File: src/rtl/pdt_pkg.sv
package pdt_pkg;

    typedef enum logic [0:0] {
        ST_IDLE  = 1'b0,
        ST_COUNT = 1'b1
    } pdt_state_e;

    localparam int MULT_W = 6;

    function automatic logic [MULT_W-1:0] mult_factor(input logic [1:0] code);
        logic [MULT_W-1:0] f;
        unique case (code)
            2'd0: f = 6'd1;
            2'd1: f = 6'd10;
            2'd2: f = 6'd20;
            default: f = 6'd40;
        endcase
        return f;
    endfunction

endpackage

File: src/rtl/pdt_start_sel.sv
module pdt_start_sel #(
    parameter int NUM_HW = 15,
    parameter int SEL_W  = 4
) (
    input  logic [SEL_W-1:0]  sel_i,
    input  logic              sw_start_i,
    input  logic [NUM_HW-1:0] hw_start_i,
    output logic              start_o
);
    localparam int SRC_N   = 2 ** SEL_W;
    localparam int PAD_W   = SRC_N - NUM_HW;
    localparam logic [SEL_W-1:0] SW_CODE = SEL_W'(SRC_N - 1);

    logic [SRC_N-1:0] src_vec;

    // Hardware lines occupy the low codes; the all-ones code is software.
    always_comb begin
        src_vec = {{PAD_W{1'b0}}, hw_start_i};
        src_vec[SRC_N-1] = sw_start_i;
    end

    always_comb begin
        if (sel_i == SW_CODE) begin
            start_o = sw_start_i;
        end else begin
            start_o = src_vec[sel_i];
        end
    end

endmodule

File: src/rtl/pdt_prescaler.sv
module pdt_prescaler
    import pdt_pkg::*;
#(
    parameter int PSC_W = 3
) (
    input  logic             clk_i,
    input  logic             rst_ni,
    input  logic             run_i,
    input  logic [PSC_W-1:0] psc_sel_i,
    input  logic [1:0]       mult_sel_i,
    output logic             tick_o
);
    localparam int DIV_W = MULT_W + (2 ** PSC_W) - 1;

    logic [DIV_W-1:0] div_val;
    logic [DIV_W-1:0] div_last;
    logic [DIV_W-1:0] pcnt_q;

    always_comb begin
        div_val  = DIV_W'(mult_factor(mult_sel_i)) << psc_sel_i;
        div_last = div_val - DIV_W'(1);
    end

    assign tick_o = run_i && (pcnt_q >= div_last);

    always_ff @(posedge clk_i or negedge rst_ni) begin
        if (!rst_ni) begin
            pcnt_q <= '0;
        end else if (!run_i) begin
            pcnt_q <= '0;
        end else if (tick_o) begin
            pcnt_q <= '0;
        end else begin
            pcnt_q <= pcnt_q + DIV_W'(1);
        end
    end

endmodule

File: src/rtl/pdt_regs.sv
module pdt_regs #(
    parameter int CNT_W   = 16,
    parameter int DEF_MOD = 65535,
    parameter int DEF_IVL = 65535
) (
    input  logic             clk_i,
    input  logic             rst_ni,
    input  logic             mod_wr_i,
    input  logic             ivl_wr_i,
    input  logic [CNT_W-1:0] wr_data_i,
    input  logic             load_req_i,
    input  logic             load_win_i,
    output logic [CNT_W-1:0] act_mod_o,
    output logic [CNT_W-1:0] act_ivl_o,
    output logic             load_pend_o
);
    logic [CNT_W-1:0] hold_mod_q;
    logic [CNT_W-1:0] hold_ivl_q;
    logic             pend_q;
    logic             take;

    assign take        = pend_q && load_win_i;
    assign load_pend_o = pend_q;

    always_ff @(posedge clk_i or negedge rst_ni) begin
        if (!rst_ni) begin
            hold_mod_q <= CNT_W'(DEF_MOD);
            hold_ivl_q <= CNT_W'(DEF_IVL);
        end else begin
            if (mod_wr_i) hold_mod_q <= wr_data_i;
            if (ivl_wr_i) hold_ivl_q <= wr_data_i;
        end
    end

    // copy only through the load handshake
    always_ff @(posedge clk_i or negedge rst_ni) begin
        if (!rst_ni) begin
            act_mod_o <= CNT_W'(DEF_MOD);
            act_ivl_o <= CNT_W'(DEF_IVL);
        end else if (take) begin
            act_mod_o <= hold_mod_q;
            act_ivl_o <= hold_ivl_q;
        end
    end

    always_ff @(posedge clk_i or negedge rst_ni) begin
        if (!rst_ni) begin
            pend_q <= 1'b0;
        end else if (load_req_i) begin
            pend_q <= 1'b1;
        end else if (take) begin
            pend_q <= 1'b0;
        end
    end

endmodule

File: src/rtl/pdt_interval.sv
module pdt_interval #(
    parameter int CNT_W = 16
) (
    input  logic             clk_i,
    input  logic             rst_ni,
    input  logic             clr_i,
    input  logic             tick_i,
    input  logic             wrap_i,
    input  logic [CNT_W-1:0] ivl_i,
    output logic             hit_o
);
    logic [CNT_W-1:0] icnt_q;

    assign hit_o = tick_i && (icnt_q >= (ivl_i - CNT_W'(1)));

    // restart after each trigger and at each period end
    always_ff @(posedge clk_i or negedge rst_ni) begin
        if (!rst_ni) begin
            icnt_q <= '0;
        end else if (clr_i) begin
            icnt_q <= '0;
        end else if (tick_i) begin
            if (wrap_i || hit_o) begin
                icnt_q <= '0;
            end else begin
                icnt_q <= icnt_q + CNT_W'(1);
            end
        end
    end

endmodule

File: src/rtl/pdt_trigger_gen.sv
module pdt_trigger_gen
    import pdt_pkg::*;
#(
    parameter int CNT_W   = 16,
    parameter int PSC_W   = 3,
    parameter int NUM_HW  = 15,
    parameter int SEL_W   = $clog2(NUM_HW + 1),
    parameter int DEF_MOD = 65535,
    parameter int DEF_IVL = 65535
) (
    input  logic              clk_i,
    input  logic              rst_ni,
    input  logic              mod_wr_i,
    input  logic              ivl_wr_i,
    input  logic [CNT_W-1:0]  wr_data_i,
    input  logic              load_req_i,
    input  logic [PSC_W-1:0]  psc_sel_i,
    input  logic [1:0]        mult_sel_i,
    input  logic [SEL_W-1:0]  start_sel_i,
    input  logic              sw_start_i,
    input  logic [NUM_HW-1:0] hw_start_i,
    input  logic              cont_mode_i,
    input  logic              trig_en_i,
    output logic              cnv_trig_o,
    output logic              running_o,
    output logic              load_pend_o
);
    pdt_state_e       state_q;
    pdt_state_e       state_d;
    logic             start_evt;
    logic             tick;
    logic             last_tick;
    logic             ivl_hit;
    logic             in_count;
    logic             load_win;
    logic [CNT_W-1:0] act_mod;
    logic [CNT_W-1:0] act_ivl;
    logic [CNT_W-1:0] cnt_q;
    logic             trig_q;

    assign in_count  = (state_q == ST_COUNT);
    assign last_tick = tick && (cnt_q >= (act_mod - CNT_W'(1)));
    assign load_win  = !in_count || last_tick;

    pdt_start_sel #(
        .NUM_HW (NUM_HW),
        .SEL_W  (SEL_W)
    ) u_start (
        .sel_i      (start_sel_i),
        .sw_start_i (sw_start_i),
        .hw_start_i (hw_start_i),
        .start_o    (start_evt)
    );

    pdt_prescaler #(
        .PSC_W (PSC_W)
    ) u_psc (
        .clk_i      (clk_i),
        .rst_ni     (rst_ni),
        .run_i      (in_count),
        .psc_sel_i  (psc_sel_i),
        .mult_sel_i (mult_sel_i),
        .tick_o     (tick)
    );

    pdt_regs #(
        .CNT_W   (CNT_W),
        .DEF_MOD (DEF_MOD),
        .DEF_IVL (DEF_IVL)
    ) u_regs (
        .clk_i       (clk_i),
        .rst_ni      (rst_ni),
        .mod_wr_i    (mod_wr_i),
        .ivl_wr_i    (ivl_wr_i),
        .wr_data_i   (wr_data_i),
        .load_req_i  (load_req_i),
        .load_win_i  (load_win),
        .act_mod_o   (act_mod),
        .act_ivl_o   (act_ivl),
        .load_pend_o (load_pend_o)
    );

    pdt_interval #(
        .CNT_W (CNT_W)
    ) u_ivl (
        .clk_i  (clk_i),
        .rst_ni (rst_ni),
        .clr_i  (!in_count),
        .tick_i (tick),
        .wrap_i (last_tick),
        .ivl_i  (act_ivl),
        .hit_o  (ivl_hit)
    );

    // Next state: START, WRAP, END
    always_comb begin
        state_d = state_q;
        unique case (state_q)
            ST_IDLE: begin
                if (start_evt) state_d = ST_COUNT;
            end
            ST_COUNT: begin
                if (last_tick && !cont_mode_i) state_d = ST_IDLE;
            end
            default: state_d = ST_IDLE;
        endcase
    end

    always_ff @(posedge clk_i or negedge rst_ni) begin
        if (!rst_ni) begin
            state_q <= ST_IDLE;
        end else begin
            state_q <= state_d;
        end
    end

    // Main counter and registered trigger
    always_ff @(posedge clk_i or negedge rst_ni) begin
        if (!rst_ni) begin
            cnt_q  <= '0;
            trig_q <= 1'b0;
        end else begin
            trig_q <= in_count && ivl_hit && trig_en_i;
            if (!in_count) begin
                cnt_q <= '0;
            end else if (tick) begin
                cnt_q <= last_tick ? '0 : cnt_q + CNT_W'(1);
            end
        end
    end

    assign cnv_trig_o = trig_q;
    assign running_o  = in_count;

endmodule

File: config.mk
export PLATFORM = sky130hd
export DESIGN_NAME = pdt_trigger_gen
export DESIGN_NICKNAME = d
export VERILOG_FILES = /design/src/rtl/pdt_pkg.sv /design/src/rtl/pdt_start_sel.sv /design/src/rtl/pdt_prescaler.sv /design/src/rtl/pdt_regs.sv /design/src/rtl/pdt_interval.sv /design/src/rtl/pdt_trigger_gen.sv
export SDC_FILE = /design/constraint.sdc
export NUM_CORES = 1
export LEC_CHECK = 0
export BUFFER_PORTS_ARGS = -buffer_cell sky130_fd_sc_hd__buf_2
export CORE_MARGIN = 2
export CORE_UTILIZATION = 41
export CTS_BUF_LIST = sky130_fd_sc_hd__clkbuf_8
export DETAILED_ROUTE_END_ITERATION = 12
export GPL_TIMING_DRIVEN = 1
export MAX_ROUTING_LAYER = met4
export SLEW_MARGIN = 5
export SYNTH_ARGS = -nofsm -noshare
export SYNTH_HDL_FRONTEND = slang
export SYNTH_SLANG_ARGS = --single-unit
File: constraint.sdc
create_clock -name clk_i -period 7.35 [get_ports clk_i]
set_input_delay 1.47 -clock clk_i [delete_from_list [all_inputs] [get_ports clk_i]]
set_output_delay 1.47 -clock clk_i [all_outputs]
set_load 0.005 [all_outputs]
==> results_dict.tcl, run 1 <==
set metrics [dict create \
    status "finished clean" \
    synth_edf_count 0 \
    wl_per_cell_um 16.41 \
    antennaDiodeCount 0 \
    grt-ovfl-total 0 \
    drtPass1Iterations 5 \
    ys_warn_count 0 \
    final_nets 813 \
    cp-start-kind "primary input" \
    setup_ws_ps 1929 \
    die_x_um 135.9 \
    vias_per_cell 5.615 \
    post_cts_buffers 0 \
    yosys-top-cells-area "dfstp_2 (24%), dfrtp_1 (17%), ha_1 (8.9%)" \
    crit_type "primary input to register" \
    skew_ps 13.99 \
    holdBufCountCts 0 \
    grt_pass1_wl_mm 25.88 \
    cts.sinks 112 \
    final_cells 943 \
    rr_startpoint "u_regs.act_mod_o[5]$_DFFE_PN1P_" \
    r2r_cells 10 \
    slew_headroom_pct 26.36 \
    drtAntennaViolNets 0 \
    ctsHtreeMaxLevel 3 \
    cp-end-kind "register" \
    placed_cells 928 \
    maxCapViolCount 0 \
    layout_min_cycle_time_ps 5421 \
    whs_path_depth 1 \
    worstPathArrival_ps 5730 \
    clockBufferDepth 2 \
    syn_to_final_growth_pct 8.380 \
    cts-root-buf "clkbuf_8" \
    antenna_found_initial 0 \
    die-area_um2 18480 \
    critPathLaunch "psc_sel_i[1]" \
    slew_viol_final 0 \
    setup-violations-final 0 \
    synth-seq-cells 112 \
    cts-resized-gates 0 \
    grt_usage_pct 17.94 \
    finalSetupTns_ps 0 \
    worst_pin_slew_ps 1097 \
    start_util_pct 41.55 \
    syn_avg_cell_area_um2 10.45 \
    netlist.area_leader.share_pct 23.56 \
    min_to "u_psc.pcnt_q[0]$_DFF_PN0_" \
    worstHoldPathType "register to register" \
    grt_pass1_vias 5145 \
    powerDensity_nw_per_um2 208.3 \
    synth_nets 782 \
    core-area_um2 17180 \
    synth_common_cells "dfstp_2 (64), nand2_1 (52), ha_1 (51)" \
    vias 5295 \
    fmax_ghz 0.1845 \
    rows 48 \
    hold_viol 0 \
    synthFlopType "dfstp_2" \
    pre_cts_ws_ps 1560 \
    synth.distinct_cells 62 \
    ir_drop_mv 0.1161 \
    grt_max_degree 82 \
    drive_gt1_share_pct 28.97 \
    post-route-period-util_pct 73.75 \
    synth_largest_area_cell "dfstp_2" \
    wl_mm 15.48 \
    die_height_um 135.9 \
    drt_iter0_drc 244 \
    leakage_nw 3.447 \
    io_buffers 50 \
    drc_errors 0 \
    clk_latency_ps 400 \
    ios 51 \
    critical_path.max_fanout 22 \
    synth_area_um2 7137 \
    cp.required_ps 7660 \
    synth_cells 683 \
    place_hpwl_mm 11.33 \
    gp_congestion 0.8020 \
    r2r_slack_ps 2940 \
    yosysMostFrequentCell "dfstp_2" \
    cts_tree "done" \
    synth-async-reset-ratio_pct 100.0 \
    worstHoldStart "u_psc.pcnt_q[0]$_DFF_PN0_" \
    cts_buffers 9 \
    rsz0062_at_grt "false" \
    ys_seq_area_share_pct 40.39 \
    r2r-end "u_regs.act_mod_o[0]$_DFFE_PN1P_" \
    cts.reportedPaths.clkPinSlew_ps 110 \
]
-- cell usage in the layout, fill, tap and decap left out, types with 5 or more instances in the layout --
cell type,instances
mux2i_1,7
xor2_1,19
nand2b_1,7
clkbuf_8,9
buf_2,49
o31ai_1,9
xnor2_1,27
nor4_1,8
or4_1,9
a41oi_1,7
dfstp_2,64
mux2_4,30
mux2_2,32
and3_1,13
a21oi_1,33
nor2_1,47
o21ai_0,11
nor3_1,16
nand4_1,18
nand2_1,52
nand3_1,37
inv_1,19
and2_1,8
or3_1,6
o21ai_1,15
mux4_2,5
ha_1,51
dfrtp_1,48
-- cells by family (layout without fill, tap and decap cells) --
group	after synthesis	after routing	synth area share, %
AO/OA/AOI/OAI	119	119	11.50
XOR/XNOR	46	46	5.645
AND/OR/NAND/NOR	228	228	16.18
buffers and inverters	51	86	3.103
multiplexers	76	76	14.24
adder cells (fa/ha/maj)	51	51	8.941
flip-flops	112	112	40.39
-- final cells by class --
type                    instances  area (µm²)
clock buffers                   9       123.9
multi-input cells             520        4045
well taps                     225       281.5
repair buffers                 52       267.8
flip-flops and latches        112        2883
fillers                      1654        9442
clock inverters                 6       62.56
inverters                      19       71.32
-- worst max-delay path, cell delays in order --
cell and delay [ps]:
buf_2 210, or2_2 380, nor2_1 110, nand2_1 60
ha_1 380, and2_1 280, o21ai_0 180, nand2_1 80
a211oi_1 290, ha_1 190, a21oi_1 60, o21a_1 170
o221ai_1 370, a22o_1 770, nand3_2 370, o311ai_2 340
-- flip-flops by register name, indices dropped and copies added (netlist names) --
signal / count
cnt_q: 16
u_ivl.icnt_q: 16
u_regs.act_ivl_o: 16
u_regs.act_mod_o: 16
u_regs.hold_ivl_q: 16
u_regs.hold_mod_q: 16
u_psc.pcnt_q: 13
cnv_trig_o: 1
running_o: 1
u_regs.load_pend_o: 1
-- how the worst max path moves through the flow --
| stage | end | slack [ps] | cells after the start |
|---|---|---|---|
| 2_1_floorplan | u_regs.act_ivl_o[0]$_DFFE_PN1P_ | 2370 | 16 |
| 3_3_place_gp | u_regs.act_mod_o[1]$_DFFE_PN1P_ | 1630 | 16 |
| 3_5_place_dp | u_regs.act_mod_o[1]$_DFFE_PN1P_ | 1560 | 16 |
| 4_1_cts | u_regs.act_mod_o[0]$_DFFE_PN1P_ | 1990 | 16 |
| 5_1_grt | u_ivl.icnt_q[13]$_DFFE_PN0P_ | 1570 | 16 |
| 6_report | u_ivl.icnt_q[13]$_DFFE_PN0P_ | 1930 | 16 |
-- per-layer routing --
metal | wire [µm] | track usage, % | vias up | share of wire (%)
li1 | - | - | 2576 | -
met1 | 7410 | 23.64 | 2594 | 48
met2 | 7317 | 29.04 | 112 | 47
met3 | 578 | 3.095 | 13 | 3.7
met4 | 169 | 4.109 | 0 | 1.1
met5 | 0 | - | - | 0
-- metrics by stage --
stage          total power, mW  area [µm²]  hold slack, ps  util (%)
6_report                 1.611        7735           511.6     45.03
5_1_grt                  1.731        7735           530.1     45.03
4_1_cts                  1.634        7735           516.1     45.03
3_5_place_dp             1.263        7548           500.4     43.95
3_3_place_gp             1.240        7548           496.7     43.95
2_1_floorplan            1.133        7137           467.8         -
-- where the power goes --
| part | switching, mW | internal (mW) |
|---|---|---|
| registers | 0.0708 | 0.701 |
| logic | 0.258 | 0.221 |
| clock network | 0.230 | 0.130 |
No activity file was read; power rests on OpenSTA's default activity.
==> inputs of run 2 (changes only) <==
- ABC_AREA: default -> 1
- clock period: 7.35 -> 4.4 ns (I/O delays scaled with it)
==> run 2 against run 1 <==
Compared with the run above:
- combinational power rose to 2.5 times the previous value
- synthesized area up 4.5%
- via count up 12%
- final cell count up 29%
- clock power up 85%
- non-clock buffer count up 6
- total power up 120%
- critical endpoint is now cnt_q[0]$_DFFE_PN0P_
- largest cell class unchanged
- highest routed layer unchanged
==> results_dict.tcl, run 2 <==
set metrics [dict create \
    core-area_um2 17900 \
    crit_type "primary input to register" \
    worstPathArrival_ps 3970 \
    clockBufferDepth 2 \
    drive_gt1_share_pct 19.51 \
    cts_buffers 9 \
    power.switching_mw 1.382 \
    wl_per_cell_um 13.07 \
    die_height_um 138.9 \
    ctsHtreeMaxLevel 3 \
    synth_nets 1043 \
    critPathBufInv 4 \
    pre_cts_ws_ps 344.2 \
    drtAntennaViolNets 0 \
    fmax_ghz 0.2743 \
    grt_max_degree 52 \
    r2r_slack_ps 1080 \
    slowest_stage "inv_2" \
    synth.distinct_cells 45 \
    grt_pass1_vias 5776 \
    rows 49 \
    hold_viol 0 \
    synth_common_cells "nand2_1 (274), nor2_1 (94), inv_1 (81)" \
    yosysMostFrequentCell "nand2_1" \
    cts-root-buf "clkbuf_8" \
    status "finished clean" \
    synthFlopType "dfstp_2" \
    skew_ps 12.77 \
    cp-start-kind "primary input" \
    place_hpwl_mm 12.02 \
    maxCapViolCount 0 \
    slew_viol_final 0 \
    synth_area_um2 7460 \
    switching_share_pct 39.67 \
    io_buffers 50 \
    grt_pass1_wl_mm 27.65 \
    synth-seq-cells 112 \
    leakage_nw 4.046 \
    drtPass1Iterations 5 \
    synth_largest_area_cell "dfstp_2" \
    vias_per_cell 4.878 \
    holdWs_ps 478.4 \
    cp.required_ps 4730 \
    worst_pin_slew_ps 887.1 \
    syn_to_final_growth_pct 8.990 \
    internal-power_mw 2.101 \
    cts.reportedPaths.clkPinSlew_ps 120 \
    worstPathCellList "buf_2, clkinv_1, nand2_1, ha_1, nand3_1, nor2_4, nand3_1, nor2_1, nor2_1, ha_1, nand2_1, nor2_2, and2_1, nand2_2, and2_1, nand3_1, inv_2, buf_12, nor2_1, a21oi_1" \
    placed_cells 1202 \
    final_cells 1218 \
    post_cts_buffers 0 \
    post-route-period-util_pct 82.86 \
    cp-end-kind "register" \
    synth_edf_count 0 \
    ys_seq_area_share_pct 38.64 \
    cts_tree "done" \
    grt_usage_pct 17.67 \
    worstHoldPathType "primary input to async pin" \
    grt-ovfl-total 0 \
    path_delay_family "simple AND/OR/NAND/NOR gates" \
    layout_min_cycle_time_ps 3646 \
    drt_iter0_drc 273 \
    vias 5942 \
    wl_mm 15.92 \
    synth-async-reset-ratio_pct 100.0 \
    setup_ws_ps 754.1 \
    cts.sinks 112 \
    ir_drop_mv 0.2856 \
    slew_headroom_pct 40.86 \
    cts-resized-gates 0 \
    yosys-top-cells-area "dfstp_2 (23%), dfrtp_1 (16%), nand2_1 (14%)" \
    seqPwrFrac_pct 46.3 \
    synth_cells 944 \
    p_comb_share_pct 34.5 \
    final_common_cell "nand2_1" \
    netlist.area_leader.share_pct 22.54 \
    gp_congestion 0.8525 \
    start_util_pct 41.67 \
    powerDensity_nw_per_um2 428.4 \
    antennaDiodeCount 0 \
    die_x_um 138.9 \
    clk_latency_ps 410 \
    ys_warn_count 0 \
    setup-violations-final 0 \
    antenna_found_initial 0 \
    drc_errors 0 \
    ios 51 \
    die-area_um2 19290 \
    p_total_mw 3.483 \
    clockPowerShare_pct 19.2 \
    final_cell_mix "nand2_1 (274), nor2_1 (94), inv_1 (81), nand3_1 (74), dfstp_2 (64)" \
    critical_path.max_fanout 19 \
    worst_path_largest_cell_delay_ps 360 \
    syn_avg_cell_area_um2 7.902 \
    final_nets 1083 \
    holdBufCountCts 0 \
    rsz0062_at_grt "false" \
    finalSetupTns_ps 0 \
]
[run 2: power by group through the flow]
stage	clock network [mW]	logic, mW	registers, mW
after floorplan	0	0.980	1.55
after global placement	0	1.19	1.63
after detailed placement	0	1.22	1.63
after CTS	0.691	1.23	1.61
after global routing	0.730	1.41	1.66
final	0.669	1.20	1.61
[run 2: through the flow]
stage               cell area [µm²]  utilization [%]
floorplan                      7460                -
CTS                            8130            45.42
finish                         8130            45.42
global placement               7916            44.22
detailed placement             7916            44.22
global route                   8130            45.42
[run 2: worst paths after layout]
kind / cells after the start / to / from
max: 20 / cnt_q[0]$_DFFE_PN0P_ / psc_sel_i[2]
min: 1 / u_regs.load_pend_o$_DFFE_PN0P_ / rst_ni
max reg2reg: 17 / u_ivl.icnt_q[2]$_DFFE_PN0P_ / u_regs.act_ivl_o[0]$_DFFE_PN1P_
min reg2reg: 2 / u_regs.act_mod_o[6]$_DFFE_PN1P_ / u_regs.act_mod_o[6]$_DFFE_PN1P_
max in group asynchronous: 2 / u_regs.act_ivl_o[5]$_DFFE_PN1P_ / rst_ni
min in group clk_i: 2 / u_regs.act_mod_o[6]$_DFFE_PN1P_ / u_regs.act_mod_o[6]$_DFFE_PN1P_
[run 2: layout make-up]
type                       count  area [µm²]
clock buffer                   9       123.9
clock inverter                 7       90.09
fill                        1802        9772
inverter                      86       322.8
multi-input combinational    717        4086
sequential                   112        2883
tap                          229       286.5
timing repair buffer          58       337.8
[run 2: cells by family after synthesis]
| kind of cell | after synthesis | share of synthesized area (%) |
|---|---|---|
| muxes | 32 | 4.831 |
| xor gates and xnor gates | 55 | 6.458 |
| adders and majority gates | 51 | 8.554 |
| DFF | 112 | 38.64 |
| AOI/OAI and AO/OA | 67 | 5.166 |
| and+or+nand+nor | 512 | 29.77 |
| buffers and inverters | 115 | 6.575 |
[run 2: routing by layer]
| layer | track usage, % | wire length, µm |
|---|---|---|
| met2 | 28.36 | 7476 |
| met4 | 4.466 | 215 |
| met5 | - | 0 |
| met3 | 2.659 | 407 |
| met1 | 23.63 | 7819 |
==> inputs of run 3 (changes only) <==
- ABC_AREA: 1 -> 0
- clock period: 4.4 -> 3.28 ns (I/O delays scaled with it)
==> run 3 against run 2 <==
Compared with the run above:
- the flow now finishes with violations (setup timing)
- first-iteration DRC count increased by 27%
- die area fell by 4.2%
- via count down 5.7%
- combinational power increased by 13%
- largest cell class unchanged
==> results_dict.tcl, run 3 (synthesis results as in run 1) <==
set metrics [dict create \
    status "finished, violations left" \
    violations "setup timing" \
    syn_to_final_growth_pct 22.55 \
    multi_input_area_um2 4357 \
    seqCellArea_um2 2883 \
    drc_errors 0 \
    die_height_um 135.9 \
    skew_ps 19.01 \
    final_nets 872 \
    vias 5603 \
    worstPathCellList "buf_6, or2_4, nor2_4, nand2_2, ha_4, nand2b_4, o31ai_1, a222oi_1, o21ai_1, ha_1, a21oi_1, o21ai_2, buf_4, a211oi_4, a211o_4, clkbuf_16, mux2_4" \
    cts.sinks 112 \
    fmax_ghz 0.2927 \
    final_cell_mix "dfstp_2 (64), nand2_1 (49), ha_1 (49), dfrtp_1 (48), buf_2 (47)" \
    wl_mm 16.77 \
    antenna_found_initial 0 \
    cp-start-kind "primary input" \
    place_hpwl_mm 11.80 \
    drtAntennaViolNets 0 \
    wl_per_cell_um 16.72 \
    grt_pass1_vias 5515 \
    p_comb_share_pct 34.3 \
    cts_buffers 9 \
    clk_latency_ps 400 \
    layout_min_cycle_time_ps 3416 \
    worstHoldPathType "primary input to async pin" \
    vias_per_cell 5.586 \
    io_buffers 50 \
    cts.reportedPaths.clkPinSlew_ps 130 \
    cp.required_ps 3610 \
    core-area_um2 17180 \
    rows 48 \
    final_cells 1003 \
    rsz0062_at_grt "true" \
    antennaDiodeCount 0 \
    worst_path_largest_cell_delay_ps 350 \
    slowest_stage "a222oi_1" \
    ctsHtreeMaxLevel 3 \
    worst_pin_slew_ps 782.3 \
    crit_type "primary input to register" \
    grt-ovfl-total 0 \
    stdcell_area_um2 8746 \
    post-route-period-util_pct 104.1 \
    cts-root-buf "clkbuf_8" \
    seqPwrFrac_pct 43.9 \
    path_delay_family "compound AO/OA/AOI/OAI gates" \
    gp_congestion 0.8334 \
    maxCapViolCount 0 \
    powerDensity_nw_per_um2 452.2 \
    critical_path.max_fanout 8 \
    hold_viol 0 \
    slew_headroom_pct 47.85 \
    drtPass1Iterations 5 \
    drive_gt1_share_pct 41.00 \
    fillers 1558 \
    leakage_nw 3.916 \
    grt_pass1_wl_mm 27.46 \
    pre_cts_ws_ps -743.1 \
    drt_iter0_drc 346 \
    worstPathArrival_ps 3750 \
    setup-violations-final 59 \
    slew_viol_final 0 \
    cp-end-kind "register" \
    clockPowerShare_pct 21.8 \
    power.switching_mw 1.384 \
    ios 51 \
    clockBufferDepth 2 \
    critPathBufInv 3 \
    grt_usage_pct 18.97 \
    die-area_um2 18480 \
    postPlaceCellArea_um2 7978 \
    setup_ws_ps -135.9 \
    switching_share_pct 34.99 \
    start_util_pct 41.55 \
    die_x_um 135.9 \
    placed_cells 971 \
    ir_drop_mv 0.2414 \
    grt_max_degree 64 \
    p_total_mw 3.955 \
    final_common_cell "dfstp_2" \
    cts_tree "done" \
    internal-power_mw 2.571 \
]
run 3: final timing paths:
path | slack (ps) | from | depth (start not counted) | end
setup / recovery | -140 | mult_sel_i[1] | 17 | u_regs.act_mod_o[2]$_DFFE_PN1P_
setup reg to reg | 50 | u_regs.act_mod_o[5]$_DFFE_PN1P_ | 12 | u_regs.act_mod_o[2]$_DFFE_PN1P_
max in group asynchronous | 2040 | rst_ni | 2 | cnt_q[15]$_DFFE_PN0P_
hold reg to reg | 520 | u_psc.pcnt_q[0]$_DFF_PN0_ | 1 | u_psc.pcnt_q[0]$_DFF_PN0_
hold / removal | 310 | rst_ni | 1 | u_ivl.icnt_q[13]$_DFFE_PN0P_
min in group clk_i | 450 | trig_en_i | 3 | cnv_trig_o$_DFF_PN0_
run 3: layer usage:
| metal | global-route usage [%] | wire length, µm |
|---|---|---|
| met1 | 25.31 | 7935 |
| met2 | 30.19 | 8002 |
| met3 | 2.535 | 645 |
| met4 | 5.729 | 191 |
| met5 | - | 0 |
run 3: power groups by stage:
stage / clock network [mW] / logic [mW] / registers [mW]
CTS: 0.893 / 1.30 / 1.74
finish: 0.861 / 1.36 / 1.74
detailed placement: 0 / 1.20 / 1.76
global placement: 0 / 1.15 / 1.75
global route: 0.947 / 1.53 / 1.76
floorplan: 0 / 0.870 / 1.70
run 3: area by class of cell:
cell class	instances	share of cell area, %
multi-input combinational	520	49.81
tap	225	3.219
timing repair buffer	111	10.86
inverter	19	0.8155
clock inverter	7	0.9156
clock buffer	9	1.416
sequential	112	32.96
run 3: metrics by stage:
stage                     utilization (%)  TNS [ps]  hold slack [ps]
after floorplan                         -    -26600            360.4
after global placement              46.45    -38540            502.6
after detailed placement            46.45    -44090            501.8
after CTS                           49.01    -776.0            334.2
after global routing                50.92     -9453            362.4
final                               50.92     -5518            310.4
run 3: timing repair:
item / 4_1_cts / 5_1_grt
resized for setup: 24 / 47
pin swaps: 18 / 30
endpoints found under the setup margin: 62 / 80
hold buffers: 0 / 0
setup buffers: 5 / 5
gates cloned: 3 / 3
